==> src/rtl/rtcc_pkg.sv <==
`timescale 1ns/1ps
package rtcc_pkg;
    localparam int FW = 8;
    typedef logic [FW-1:0] bcd8_t;

    typedef enum logic [2:0] {
        SEL_HSEC = 3'd0,
        SEL_SEC  = 3'd1,
        SEL_MIN  = 3'd2,
        SEL_HOUR = 3'd3,
        SEL_WDAY = 3'd4,
        SEL_DATE = 3'd5,
        SEL_MON  = 3'd6,
        SEL_YEAR = 3'd7
    } fsel_t;

    typedef enum logic {
        ST_HALTED  = 1'b0,
        ST_RUNNING = 1'b1
    } run_state_t;

    // next BCD value of a two-digit number; the caller handles the top wrap
    function automatic bcd8_t bcd_inc(input bcd8_t v);
        bcd8_t r;
        if (v[3:0] >= 4'd9) r = {v[7:4] + 4'd1, 4'd0};
        else                r = {v[7:4], v[3:0] + 4'd1};
        return r;
    endfunction

    function automatic logic leap_year(input bcd8_t y);
        logic [7:0] b;
        b = ({4'd0, y[7:4]} * 8'd10) + {4'd0, y[3:0]};
        return (b[1:0] == 2'b00);
    endfunction

    function automatic bcd8_t month_len(input bcd8_t m, input logic leap);
        bcd8_t r;
        case (m)
            8'h02:                      r = leap ? 8'h29 : 8'h28;
            8'h04, 8'h06, 8'h09, 8'h11: r = 8'h30;
            default:                    r = 8'h31;
        endcase
        return r;
    endfunction
endpackage

==> src/rtl/rtcc_wrap_counter.sv <==
`timescale 1ns/1ps
module rtcc_wrap_counter
    import rtcc_pkg::*;
#(
    parameter bcd8_t LO   = 8'h00,
    parameter bcd8_t HI   = 8'h59,
    parameter bcd8_t MASK = 8'h7F,
    parameter bcd8_t RST  = 8'h00
) (
    input  logic  clk,
    input  logic  rst_n,
    input  logic  ld,
    input  bcd8_t ld_val,
    input  logic  step,
    output bcd8_t val_q,
    output logic  carry
);
    localparam bcd8_t SPAN = HI - LO;

    bcd8_t nxt;
    logic  at_top;

    always_comb begin
        at_top = (val_q >= HI);
        carry  = step && at_top;
        if (ld)        nxt = ld_val & MASK;
        else if (step) nxt = at_top ? LO : (bcd_inc(val_q) & MASK);
        else           nxt = val_q;
    end

    always_ff @(posedge clk) begin
        if (!rst_n) val_q <= RST;
        else        val_q <= nxt;
    end

    bcd8_t off;
    assign off = val_q - LO;

    // a counter inside its range stays inside it after a step
    assert_wrap_range_R2: assert property (@(posedge clk) disable iff (!rst_n)
        (step && !ld && off <= SPAN) |=> ((val_q - LO) <= SPAN));
endmodule

==> src/rtl/rtcc_hours.sv <==
`timescale 1ns/1ps
module rtcc_hours
    import rtcc_pkg::*;
(
    input  logic  clk,
    input  logic  rst_n,
    input  logic  ld,
    input  bcd8_t ld_val,
    input  logic  step,
    output bcd8_t hour_q,
    output logic  carry
);
    localparam bcd8_t HOUR_MASK = 8'h7F;
    localparam bcd8_t H24_MASK  = 8'h3F;

    bcd8_t nxt;
    bcd8_t inc12;
    bcd8_t inc24;

    always_comb begin
        inc12 = bcd_inc({3'b000, hour_q[4:0]});
        inc24 = bcd_inc({2'b00, hour_q[5:0]}) & H24_MASK;
        nxt   = hour_q;
        carry = 1'b0;
        if (ld) begin
            nxt = ld_val & HOUR_MASK;
        end else if (step) begin
            if (!hour_q[6]) begin
                if (hour_q[5:0] >= 6'h23) begin
                    nxt   = 8'h00;
                    carry = 1'b1;
                end else begin
                    nxt = inc24;
                end
            end else begin
                if (hour_q[4:0] == 5'h11) begin
                    nxt   = {2'b01, ~hour_q[5], 5'h12};
                    carry = hour_q[5];
                end else if (hour_q[4:0] >= 5'h12) begin
                    nxt = {2'b01, hour_q[5], 5'h01};
                end else begin
                    nxt = {2'b01, hour_q[5], inc12[4:0]};
                end
            end
        end
    end

    always_ff @(posedge clk) begin
        if (!rst_n) hour_q <= 8'h00;
        else        hour_q <= nxt;
    end

    assert_pm_flip_R4: assert property (@(posedge clk) disable iff (!rst_n)
        (step && !ld && hour_q[6] && hour_q[4:0] == 5'h11)
        |=> (hour_q[5] != $past(hour_q[5]) && hour_q[4:0] == 5'h12));

    assert_midnight_R3: assert property (@(posedge clk) disable iff (!rst_n)
        (step && !ld && !hour_q[6] && hour_q[5:0] == 6'h23) |=> (hour_q == 8'h00));
endmodule

==> src/rtl/rtcc_calendar.sv <==
`timescale 1ns/1ps
module rtcc_calendar
    import rtcc_pkg::*;
#(
    parameter logic OSC_OFF_RST = 1'b1
) (
    input  logic  clk,
    input  logic  rst_n,
    input  logic  ld_date,
    input  logic  ld_mon,
    input  bcd8_t ld_val,
    input  logic  step,
    input  bcd8_t year_q,
    output bcd8_t date_q,
    output bcd8_t mon_reg,
    output logic  carry
);
    localparam bcd8_t DATE_MASK = 8'h3F;

    logic [4:0] mon_q;
    logic       osc_off_q;
    logic [4:0] mon_nxt;
    logic       osc_nxt;
    bcd8_t      date_nxt;
    bcd8_t      last_day;
    bcd8_t      mon_inc;
    logic       date_end;
    logic       mon_end;

    always_comb begin
        last_day = month_len({3'b000, mon_q}, leap_year(year_q));
        mon_inc  = bcd_inc({3'b000, mon_q});
        date_end = (date_q >= last_day);
        mon_end  = (mon_q >= 5'h12);
        carry    = step && date_end && mon_end;

        if (ld_date)   date_nxt = ld_val & DATE_MASK;
        else if (step) date_nxt = date_end ? 8'h01 : (bcd_inc(date_q) & DATE_MASK);
        else           date_nxt = date_q;

        if (ld_mon)                mon_nxt = ld_val[4:0];
        else if (step && date_end) mon_nxt = mon_end ? 5'h01 : mon_inc[4:0];
        else                       mon_nxt = mon_q;

        osc_nxt = ld_mon ? ld_val[7] : osc_off_q;
    end

    always_ff @(posedge clk) begin
        if (!rst_n) begin
            date_q    <= 8'h01;
            mon_q     <= 5'h01;
            osc_off_q <= OSC_OFF_RST;
        end else begin
            date_q    <= date_nxt;
            mon_q     <= mon_nxt;
            osc_off_q <= osc_nxt;
        end
    end

    assign mon_reg = {osc_off_q, 2'b00, mon_q};

    assert_date_range_R6: assert property (@(posedge clk) disable iff (!rst_n)
        (step && !ld_date && !ld_mon && date_q >= 8'h01 && date_q <= 8'h31)
        |=> (date_q >= 8'h01 && date_q <= 8'h31));

    assert_new_year_R6: assert property (@(posedge clk) disable iff (!rst_n)
        carry |=> (mon_q == 5'h01 && date_q == 8'h01));
endmodule

==> src/rtl/bcd_calendar_core.sv <==
`timescale 1ns/1ps
module bcd_calendar_core
    import rtcc_pkg::*;
#(
    parameter logic OSC_OFF_RST = 1'b1
) (
    input  logic       clk,
    input  logic       rst_n,
    input  logic       tick_100hz,
    input  logic       ld_en,
    input  logic [2:0] ld_sel,
    input  logic [7:0] ld_data,
    output logic [7:0] hsec,
    output logic [7:0] sec,
    output logic [7:0] min,
    output logic [7:0] hour,
    output logic [7:0] wday,
    output logic [7:0] date,
    output logic [7:0] month,
    output logic [7:0] year
);
    localparam int NFIELD = 8;

    run_state_t state_q;
    run_state_t state_d;
    logic       step_hs;
    logic [NFIELD-1:0] ld_vec;
    logic c_hs, c_s, c_m, c_h, c_d, c_y;

    // one load strobe per field
    for (genvar i = 0; i < NFIELD; i++) begin : g_ld
        assign ld_vec[i] = ld_en && (ld_sel == 3'(i));
    end

    // state register
    always_ff @(posedge clk) begin
        if (!rst_n) state_q <= OSC_OFF_RST ? ST_HALTED : ST_RUNNING;
        else        state_q <= state_d;
    end

    // next state and step output
    always_comb begin
        state_d = state_q;
        step_hs = 1'b0;
        unique case (state_q)
            ST_HALTED: begin
                if (!month[7]) state_d = ST_RUNNING;
            end
            ST_RUNNING: begin
                step_hs = tick_100hz && !ld_en;
                if (month[7]) state_d = ST_HALTED;
            end
            default: state_d = ST_HALTED;
        endcase
    end

    rtcc_wrap_counter #(.LO(8'h00), .HI(8'h99), .MASK(8'hFF), .RST(8'h00)) u_hsec (
        .clk(clk), .rst_n(rst_n), .ld(ld_vec[SEL_HSEC]), .ld_val(ld_data),
        .step(step_hs), .val_q(hsec), .carry(c_hs));

    rtcc_wrap_counter #(.LO(8'h00), .HI(8'h59), .MASK(8'h7F), .RST(8'h00)) u_sec (
        .clk(clk), .rst_n(rst_n), .ld(ld_vec[SEL_SEC]), .ld_val(ld_data),
        .step(c_hs), .val_q(sec), .carry(c_s));

    rtcc_wrap_counter #(.LO(8'h00), .HI(8'h59), .MASK(8'h7F), .RST(8'h00)) u_min (
        .clk(clk), .rst_n(rst_n), .ld(ld_vec[SEL_MIN]), .ld_val(ld_data),
        .step(c_s), .val_q(min), .carry(c_m));

    rtcc_hours u_hour (
        .clk(clk), .rst_n(rst_n), .ld(ld_vec[SEL_HOUR]), .ld_val(ld_data),
        .step(c_m), .hour_q(hour), .carry(c_h));

    rtcc_wrap_counter #(.LO(8'h01), .HI(8'h07), .MASK(8'h07), .RST(8'h01)) u_wday (
        .clk(clk), .rst_n(rst_n), .ld(ld_vec[SEL_WDAY]), .ld_val(ld_data),
        .step(c_h), .val_q(wday), .carry(c_d));

    rtcc_calendar #(.OSC_OFF_RST(OSC_OFF_RST)) u_cal (
        .clk(clk), .rst_n(rst_n), .ld_date(ld_vec[SEL_DATE]), .ld_mon(ld_vec[SEL_MON]),
        .ld_val(ld_data), .step(c_h), .year_q(year), .date_q(date),
        .mon_reg(month), .carry(c_y));

    logic c_yy;
    rtcc_wrap_counter #(.LO(8'h00), .HI(8'h99), .MASK(8'hFF), .RST(8'h00)) u_year (
        .clk(clk), .rst_n(rst_n), .ld(ld_vec[SEL_YEAR]), .ld_val(ld_data),
        .step(c_y), .val_q(year), .carry(c_yy));

    assert_halt_freeze_R7: assert property (@(posedge clk) disable iff (!rst_n)
        (state_q == ST_HALTED && !ld_en) |=> $stable(hsec));

    assert_load_hsec_R8: assert property (@(posedge clk) disable iff (!rst_n)
        (ld_en && ld_sel == 3'(SEL_HSEC)) |=> (hsec == $past(ld_data)));

    assert_load_holds_sec_R8: assert property (@(posedge clk) disable iff (!rst_n)
        (ld_en && ld_sel != 3'(SEL_SEC)) |=> $stable(sec));

    assert_year_wrap_R6: assert property (@(posedge clk) disable iff (!rst_n)
        c_yy |=> (year == 8'h00));

    assert_wday_follows_R5: assert property (@(posedge clk) disable iff (!rst_n)
        (c_d && !ld_en) |=> (wday == 8'h01));
endmodule

==> config.mk <==
export PLATFORM = sky130hd
export DESIGN_NAME = bcd_calendar_core
export DESIGN_NICKNAME = d
export VERILOG_FILES = /design/src/rtl/rtcc_pkg.sv /design/src/rtl/rtcc_wrap_counter.sv /design/src/rtl/rtcc_hours.sv /design/src/rtl/rtcc_calendar.sv /design/src/rtl/bcd_calendar_core.sv
export SDC_FILE = /design/constraint.sdc
export NUM_CORES = 1
export LEC_CHECK = 0
export ABC_CLOCK_PERIOD_IN_PS = 2990
export BUFFER_PORTS_ARGS = -buffer_cell sky130_fd_sc_hd__buf_2
export CAP_MARGIN = 20
export CORE_MARGIN = 1.5
export CORE_UTILIZATION = 35
export CTS_BUF_LIST = sky130_fd_sc_hd__clkbuf_8
export DETAILED_ROUTE_END_ITERATION = 10
export SYNTH_ARGS = -nofsm -noshare
export SYNTH_HDL_FRONTEND = slang
export SYNTH_SLANG_ARGS = --single-unit
==> constraint.sdc <==
create_clock -name clk -period 2.99 [get_ports clk]
set_input_delay 0.598 -clock clk [delete_from_list [all_inputs] [get_ports clk]]
set_output_delay 0.598 -clock clk [all_outputs]
set_load 0.02 [all_outputs]
# Word-level counts from Yosys, hierarchy flattened
# Index checks and enable logic that the tools add are counted.
[totals]
ff_bits = 54
inputBits = 15
output_inout_bits = 64
word_cells = 158
[op_classes]
muxes = 45
reduce_logical = 42
n_lt_le_gt_ge = 17
n_bitwise = 2
multipliers = 1
eq_ne = 15
n_addsub = 17
[ops]
columns = ["op", "count"]
rows = [
  ["8-bit 2-to-1 mux", 10],
  ["7-bit 2-to-1 mux", 10],
  ["4-bit by 1-bit adder with 4-bit output (second input constant)", 9],
  ["6-bit 2-to-1 mux", 6],
  ["5-bit 2-to-1 mux", 6],
  ["4-bit greater-or-equal comparator (second input constant)", 7],
  ["3-bit nonzero test", 6],
  ["8-bit greater-or-equal comparator (second input constant)", 2],
  ["8-bit one-hot mux with 2 select lines", 1],
  ["2-bit nonzero test", 8],
  ["7-bit greater-or-equal comparator (second input constant)", 2],
  ["1-bit logical AND", 14],
  ["3-bit == test (second input constant)", 4],
  ["3-bit 2-to-1 mux", 4],
  ["2-bit AND reduction", 6],
  ["5-bit by 3-bit == test with 1-bit output (second input constant)", 2],
  ["5-bit == test (second input constant)", 2],
  ["5-bit greater-or-equal comparator (second input constant)", 2],
  ["3-bit by 1-bit adder with 3-bit output (second input constant)", 3],
  ["6-bit by 8-bit greater-or-equal comparator with 1-bit output", 1],
  ["1-bit 2-to-1 mux", 8],
  ["3-bit by 2-bit == test with 1-bit output (second input constant)", 2],
  ["6-bit greater-or-equal comparator (second input constant)", 1],
  ["3-bit AND reduction", 2],
  ["18 further kinds", 21],
]

# Logic depth before layout (Yosys ltp)
[logic_depth]
ltp_word = 12
depth_mapped = 13
mapped_depth_nobuf = 12

# Hierarchy
# A second synthesis with hierarchy kept.
[hier_totals]
cells_unflattened = 542
hier_area_um2 = 4621.9
[by_module_without_submodules]
columns = ["module", "cells_per_inst", "n_inst", "area_per_inst_um2"]
rows = [
  ["rtcc_wrap_counter (u_hsec ...)", 72, 2, 646.9],
  ["rtcc_wrap_counter (u_min ...)", 75, 2, 603.1],
  ["rtcc_calendar", 126, 1, 1029.7],
  ["rtcc_hours", 85, 1, 729.4],
  ["rtcc_wrap_counter (u_wday)", 26, 1, 231.5],
  ["bcd_calendar_core", 11, 1, 131.4],
]

# Worst setup path before layout
# No wires, ideal clock.
[synth_timing]
path_type = "register to register"
from = "register u_cal.mon_q[1]"
to = "register u_cal.mon_q[0]"
slack_ns = -0.105
setup_time_ns = 0.140
path_stages_with_launch = 12
t_arrival_ns = 2.955
n_path_buf = 1
synth_period_minus_slack_ns = 3.095
t_required_ns = 2.850
cell_sequence = "dfxtp_1 -> ha_1 -> nor4b_1 -> o21ai_0 -> o211a_1 -> ha_1 -> nor4b_1 -> o22ai_1 -> clkbuf_1 -> nor4b_2 -> mux2i_1 -> o211ai_1"
[synth_between]
elab_chain_cells = 6
[synth_lines]
columns = ["item", "line", "source"]
rows = [
  ["from (decl)", "rtcc_calendar.sv:20", "logic [4:0] mon_q;"],
  ["from (signal assigned)", "rtcc_calendar.sv:55", "mon_q <= mon_nxt;"],
  ["5-bit by 3-bit == test with 1-bit output, or another cell as far along", "rtcc_pkg.sv:38", "case (m)"],
  ["4-bit OR reduction", "rtcc_pkg.sv:38", ""],
  ["8-bit one-hot mux with 2 select lines", "rtcc_pkg.sv:38", ""],
  ["6-bit by 8-bit greater-or-equal comparator with 1-bit output", "rtcc_calendar.sv:33", "date_end = (date_q >= last_day);"],
  ["1-bit logical AND", "rtcc_calendar.sv:42", "else if (step && date_end) mon_nxt = mon_end ? 5'h01 : mon_inc[4:0];"],
  ["2-bit nonzero test (no line)", "--", ""],
]
# Several ways; a longest one is shown, not always the timed one. The select of a mux whose other input is x is not followed.
# A chain may end at the register's enable or synchronous reset.

# Final worst setup path
[layout_timing]
from = "register u_cal.mon_q[0]"
to = "register u_year.val_q[3]"
[layout_between]
elab_chain_cells = 7
[layout_lines]
columns = ["item", "line", "source"]
rows = [
  ["5-bit by 3-bit == test with 1-bit output, or another cell as far along", "rtcc_pkg.sv:38", ""],
  ["4-bit OR reduction", "rtcc_pkg.sv:38", ""],
  ["8-bit one-hot mux with 2 select lines", "rtcc_pkg.sv:38", ""],
  ["6-bit by 8-bit greater-or-equal comparator with 1-bit output", "rtcc_calendar.sv:33", ""],
  ["1-bit logical AND", "rtcc_calendar.sv:35", "carry = step && date_end && mon_end;"],
  ["1-bit logical AND *", "rtcc_calendar.sv:35", ""],
  ["2-bit nonzero test (no line) *", "--", ""],
  ["to (signal assigned)", "rtcc_wrap_counter.sv:33", "else val_q <= nxt;"],
  ["to (decl)", "rtcc_wrap_counter.sv:15", "output bcd8_t val_q,"],
]
# Every way passes the cells marked *; elsewhere a longest branch is shown, timed or not.

==> metrics.md <==
| Metric | Value |
|---|---|
| Outcome | `complete, no violations` |
| Max Freq | `352 MHz` |
| Synth area leader | `dfxtp_1` |
| # rows | `38` |
| Required @ worst endpoint | `3230 ps` |
| Boundary Pins | `79` |
| Most area-consuming cells after synthesis | `dfxtp_1, ha_1, o21ai_0` |
| Die Ht | `109 µm` |
| Crit path max fanout | `4` |
| Reg-to-reg setup timing slack | `150 ps` |
| PD cells | `314 mW/mm²` |
| Max stage delay cell, worst path | `or4_1` |
| Fin area | `0.00459 mm²` |
| Comb power frac | `16.2%` |
| Final RePlAce weighted congestion | `0.868` |
| VDD IR max | `0.000164 V` |
| # clock sinks | `53` |
| Final-stage net count | `631` |
| Core box area | `0.0109 mm²` |
| Worst r2r src | `u_cal.mon_q[0]` |
| EDFF count, synth | `0` |
| DP Area | `0.00446 mm²` |
| Finish-stage setup viols | `0` |
| Layout area overhead | `16.3%` |
| Worst hold path type | `reg2reg` |
| Post-layout min period | `2840 ps` |
| Worst-path clk slew | `100 ps` |
| Antenna Violating Nets Remaining | `0` |
| Hold Crit Depth | `1` |
| Die X-Extent | `109 µm` |
| CTS tree | `done` |
| Rel. slew slack | `47.5%` |
| Worst-Margin Slew | `786 ps` |
| Final Core Density | `42.0%` |
| H-tree depth | `2` |
| Main synth FF type | `dfxtp_1` |
| Cts bufs inserted | `5` |
| Post-route DRC | `0` |
| Starting Density | `36.1%` |
| Leak | `1.95 nW` |
| Worst-path cell chain | `inv_1, ha_2, nor4b_4, o21ai_1, o211a_1, ha_1, nor4b_1, o22ai_1, nand4_1, or3_4, or4_1, a31oi_1` |
| RSZ-0062 raised after global routing | `no` |
| Detailed Place HPWL | `8400 µm` |
| Worst Path Arrival | `3080 ps` |
| WL/cell | `15.9 µm` |
| Clock share of power | `31.4%` |
| Cells after Synth | `507` |
| Number of synthesis warnings | `0` |
| Cell Int Power | `0.00101 W` |
| Synthesis-stage register bit count | `53` |
| Seq/Total Area, Yosys | `26.9%` |
| Sequential Power Share | `52.4%` |
| First-pass GRT wire length | `18100 µm` |
| Asr flop ratio synth | `0%` |
| Psw | `0.000430 W` |
| Detailed-route via count | `3997` |
| End of the worst hold path | `state_q` |
| Critical path's largest stage delay | `410 ps` |
| Overall Global Routing Usage | `19.3%` |
| Share of cells above drive strength 1 | `19.6%` |
| CP Capture Type | `flop` |
| Yosys cell types | `78` |
| Setup CP Type | `reg2reg` |
| Most frequent cell after synthesis | `dfxtp_1` |
| Skew final | `10.5 ps` |
| Input/output buffers | `66` |
| Iteration count of the initial detailed-routing pass | `4` |
| Initial drt markers | `218` |
| Max Cap Viol | `0` |
| Vias in the first global route | `3641` |
| Clock root cell | `clkbuf_8` |
| Critical Path Source Type | `flop` |
| Hold Fails Final Rpt | `0` |
| WP buf/inv | `1` |
| Post-synth top cells | `dfxtp_1, o21ai_0, nor2_1, nand2_1, ha_1` |
| DR vias/cell | `5.57` |
| Yosys top cell area share | `26.9%` |
| Die ar. | `0.0119 mm²` |
| Syn Std Cell Area | `0.00395 mm²` |
| Final Cycle Share | `95.0%` |
| Sw frac | `29.8%` |
| Antenna Cells | `0` |
| Origin of the worst min-delay path | `u_cal.osc_off_q` |
| Total power | `0.00144 W` |
| GR Overflow Total | `0` |
| CTS Hold Bufs | `0` |
| Slew Viols, Final | `0` |
| Clock buffer depth | `2` |
| Clock Latency Late Sink | `310 ps` |
| Synthesized area per cell | `7.79 µm²` |
| Largest net degree at the start of global routing | `36` |
| Kind of cell adding the most delay to the critical path | `simple AND/OR/NAND/NOR gates` |
| Worst r2r dst | `u_year.val_q[3]` |
| Worst R2R Path Depth | `12` |
| Initial antenna violation count | `0` |
| Drt total wl | `11400 µm` |
area by class of cell:
class | instances | area (µm²)
flip-flops and latches | 53 | 1060
well taps | 140 | 175
clock inverters | 1 | 5.00
repair buffers | 84 | 465
inverters | 33 | 124
fillers | 1139 | 6340
multi-input cells | 400 | 2670
clock buffers | 7 | 96.3
stage by stage:
stage                     instances  setup TNS (ps)  hold slack [ps]  setup slack (ps)
after floorplan                 518           -4.08              414             -4.08
final                           718               0              506               148
after detailed placement        709            -228              468              -108
after global routing            718               0              516              10.8
after CTS                       717               0              505              14.7
after global placement          709               0              475              95.6
placed cells by master, fill, tap and decap left out, drive strengths merged, types with 4 or more instances in the layout:
master	instances
o211ai	4
or3	4
a31oi	12
ha	39
nor3	18
mux2i	5
clkbuf	7
nand2	42
o31a	4
conb	12
dfxtp	53
nand3	19
buf	84
nand2b	6
o21ai	46
a21oi	38
a211oi	7
inv	33
nor2	46
or2	6
a22oi	4
nor4b	4
o31ai	6
o21a	4
nor4	7
logic make-up after synthesis:
logic type	after synthesis	share of synthesized area [%]
XOR/XNOR	4	0.887
buffers and inverters	65	7.51
adder cells (fa/ha/maj)	39	12.4
multiplexers	6	1.55
AND/OR/NAND/NOR	178	24.2
AO/OA/AOI/OAI	161	26.6
flip-flops	53	26.9
other	1	0.0950
registers in the layout, summed over array words and instances (netlist names):
signal,cells
u_year.val_q,8
state_q,1
u_wday.val_q,3
u_hour.hour_q,7
u_min.val_q,7
u_cal.mon_q,5
u_sec.val_q,7
u_hsec.val_q,8
u_cal.date_q,6
u_cal.osc_off_q,1
layer usage:
layer  wire (µm)  vias up  track usage [%]
met5           0        -                0
met4         105        0             5.38
met3         499       11             3.23
met2        5460       94             31.9
met1        5370     1920             25.7
li1            -     1972                -
worst max path at each step:
stage | from | endpoint | slack, ps | cells past startpoint
floorplan | u_cal.mon_q[1] | u_year.val_q[5] | -4 | 12
global placement | u_cal.mon_q[0] | u_year.val_q[3] | 100 | 12
detailed placement | u_cal.mon_q[0] | u_year.val_q[3] | -110 | 12
CTS | u_cal.mon_q[0] | u_year.val_q[3] | 10 | 12
global route | u_cal.mon_q[0] | u_year.val_q[3] | 10 | 12
finish | u_cal.mon_q[0] | u_year.val_q[3] | 150 | 12
power by group through the flow:
| stage | registers (W) | logic [W] | clock network, W |
|---|---|---|---|
| 2_1_floorplan | 0.000790 | 0.000140 | 0 |
| 3_3_place_gp | 0.000771 | 0.000229 | 0 |
| 3_5_place_dp | 0.000772 | 0.000233 | 0 |
| 4_1_cts | 0.000755 | 0.000234 | 0.000473 |
| 5_1_grt | 0.000760 | 0.000258 | 0.000503 |
| 6_report | 0.000756 | 0.000234 | 0.000454 |
what timing repair did:
action,CTS,global route
pin swaps,0,2
gates resized for setup,1,4
buffers inserted,0,1
setup endpoints to repair,5,7
Power figures use the tool's default switching activity.
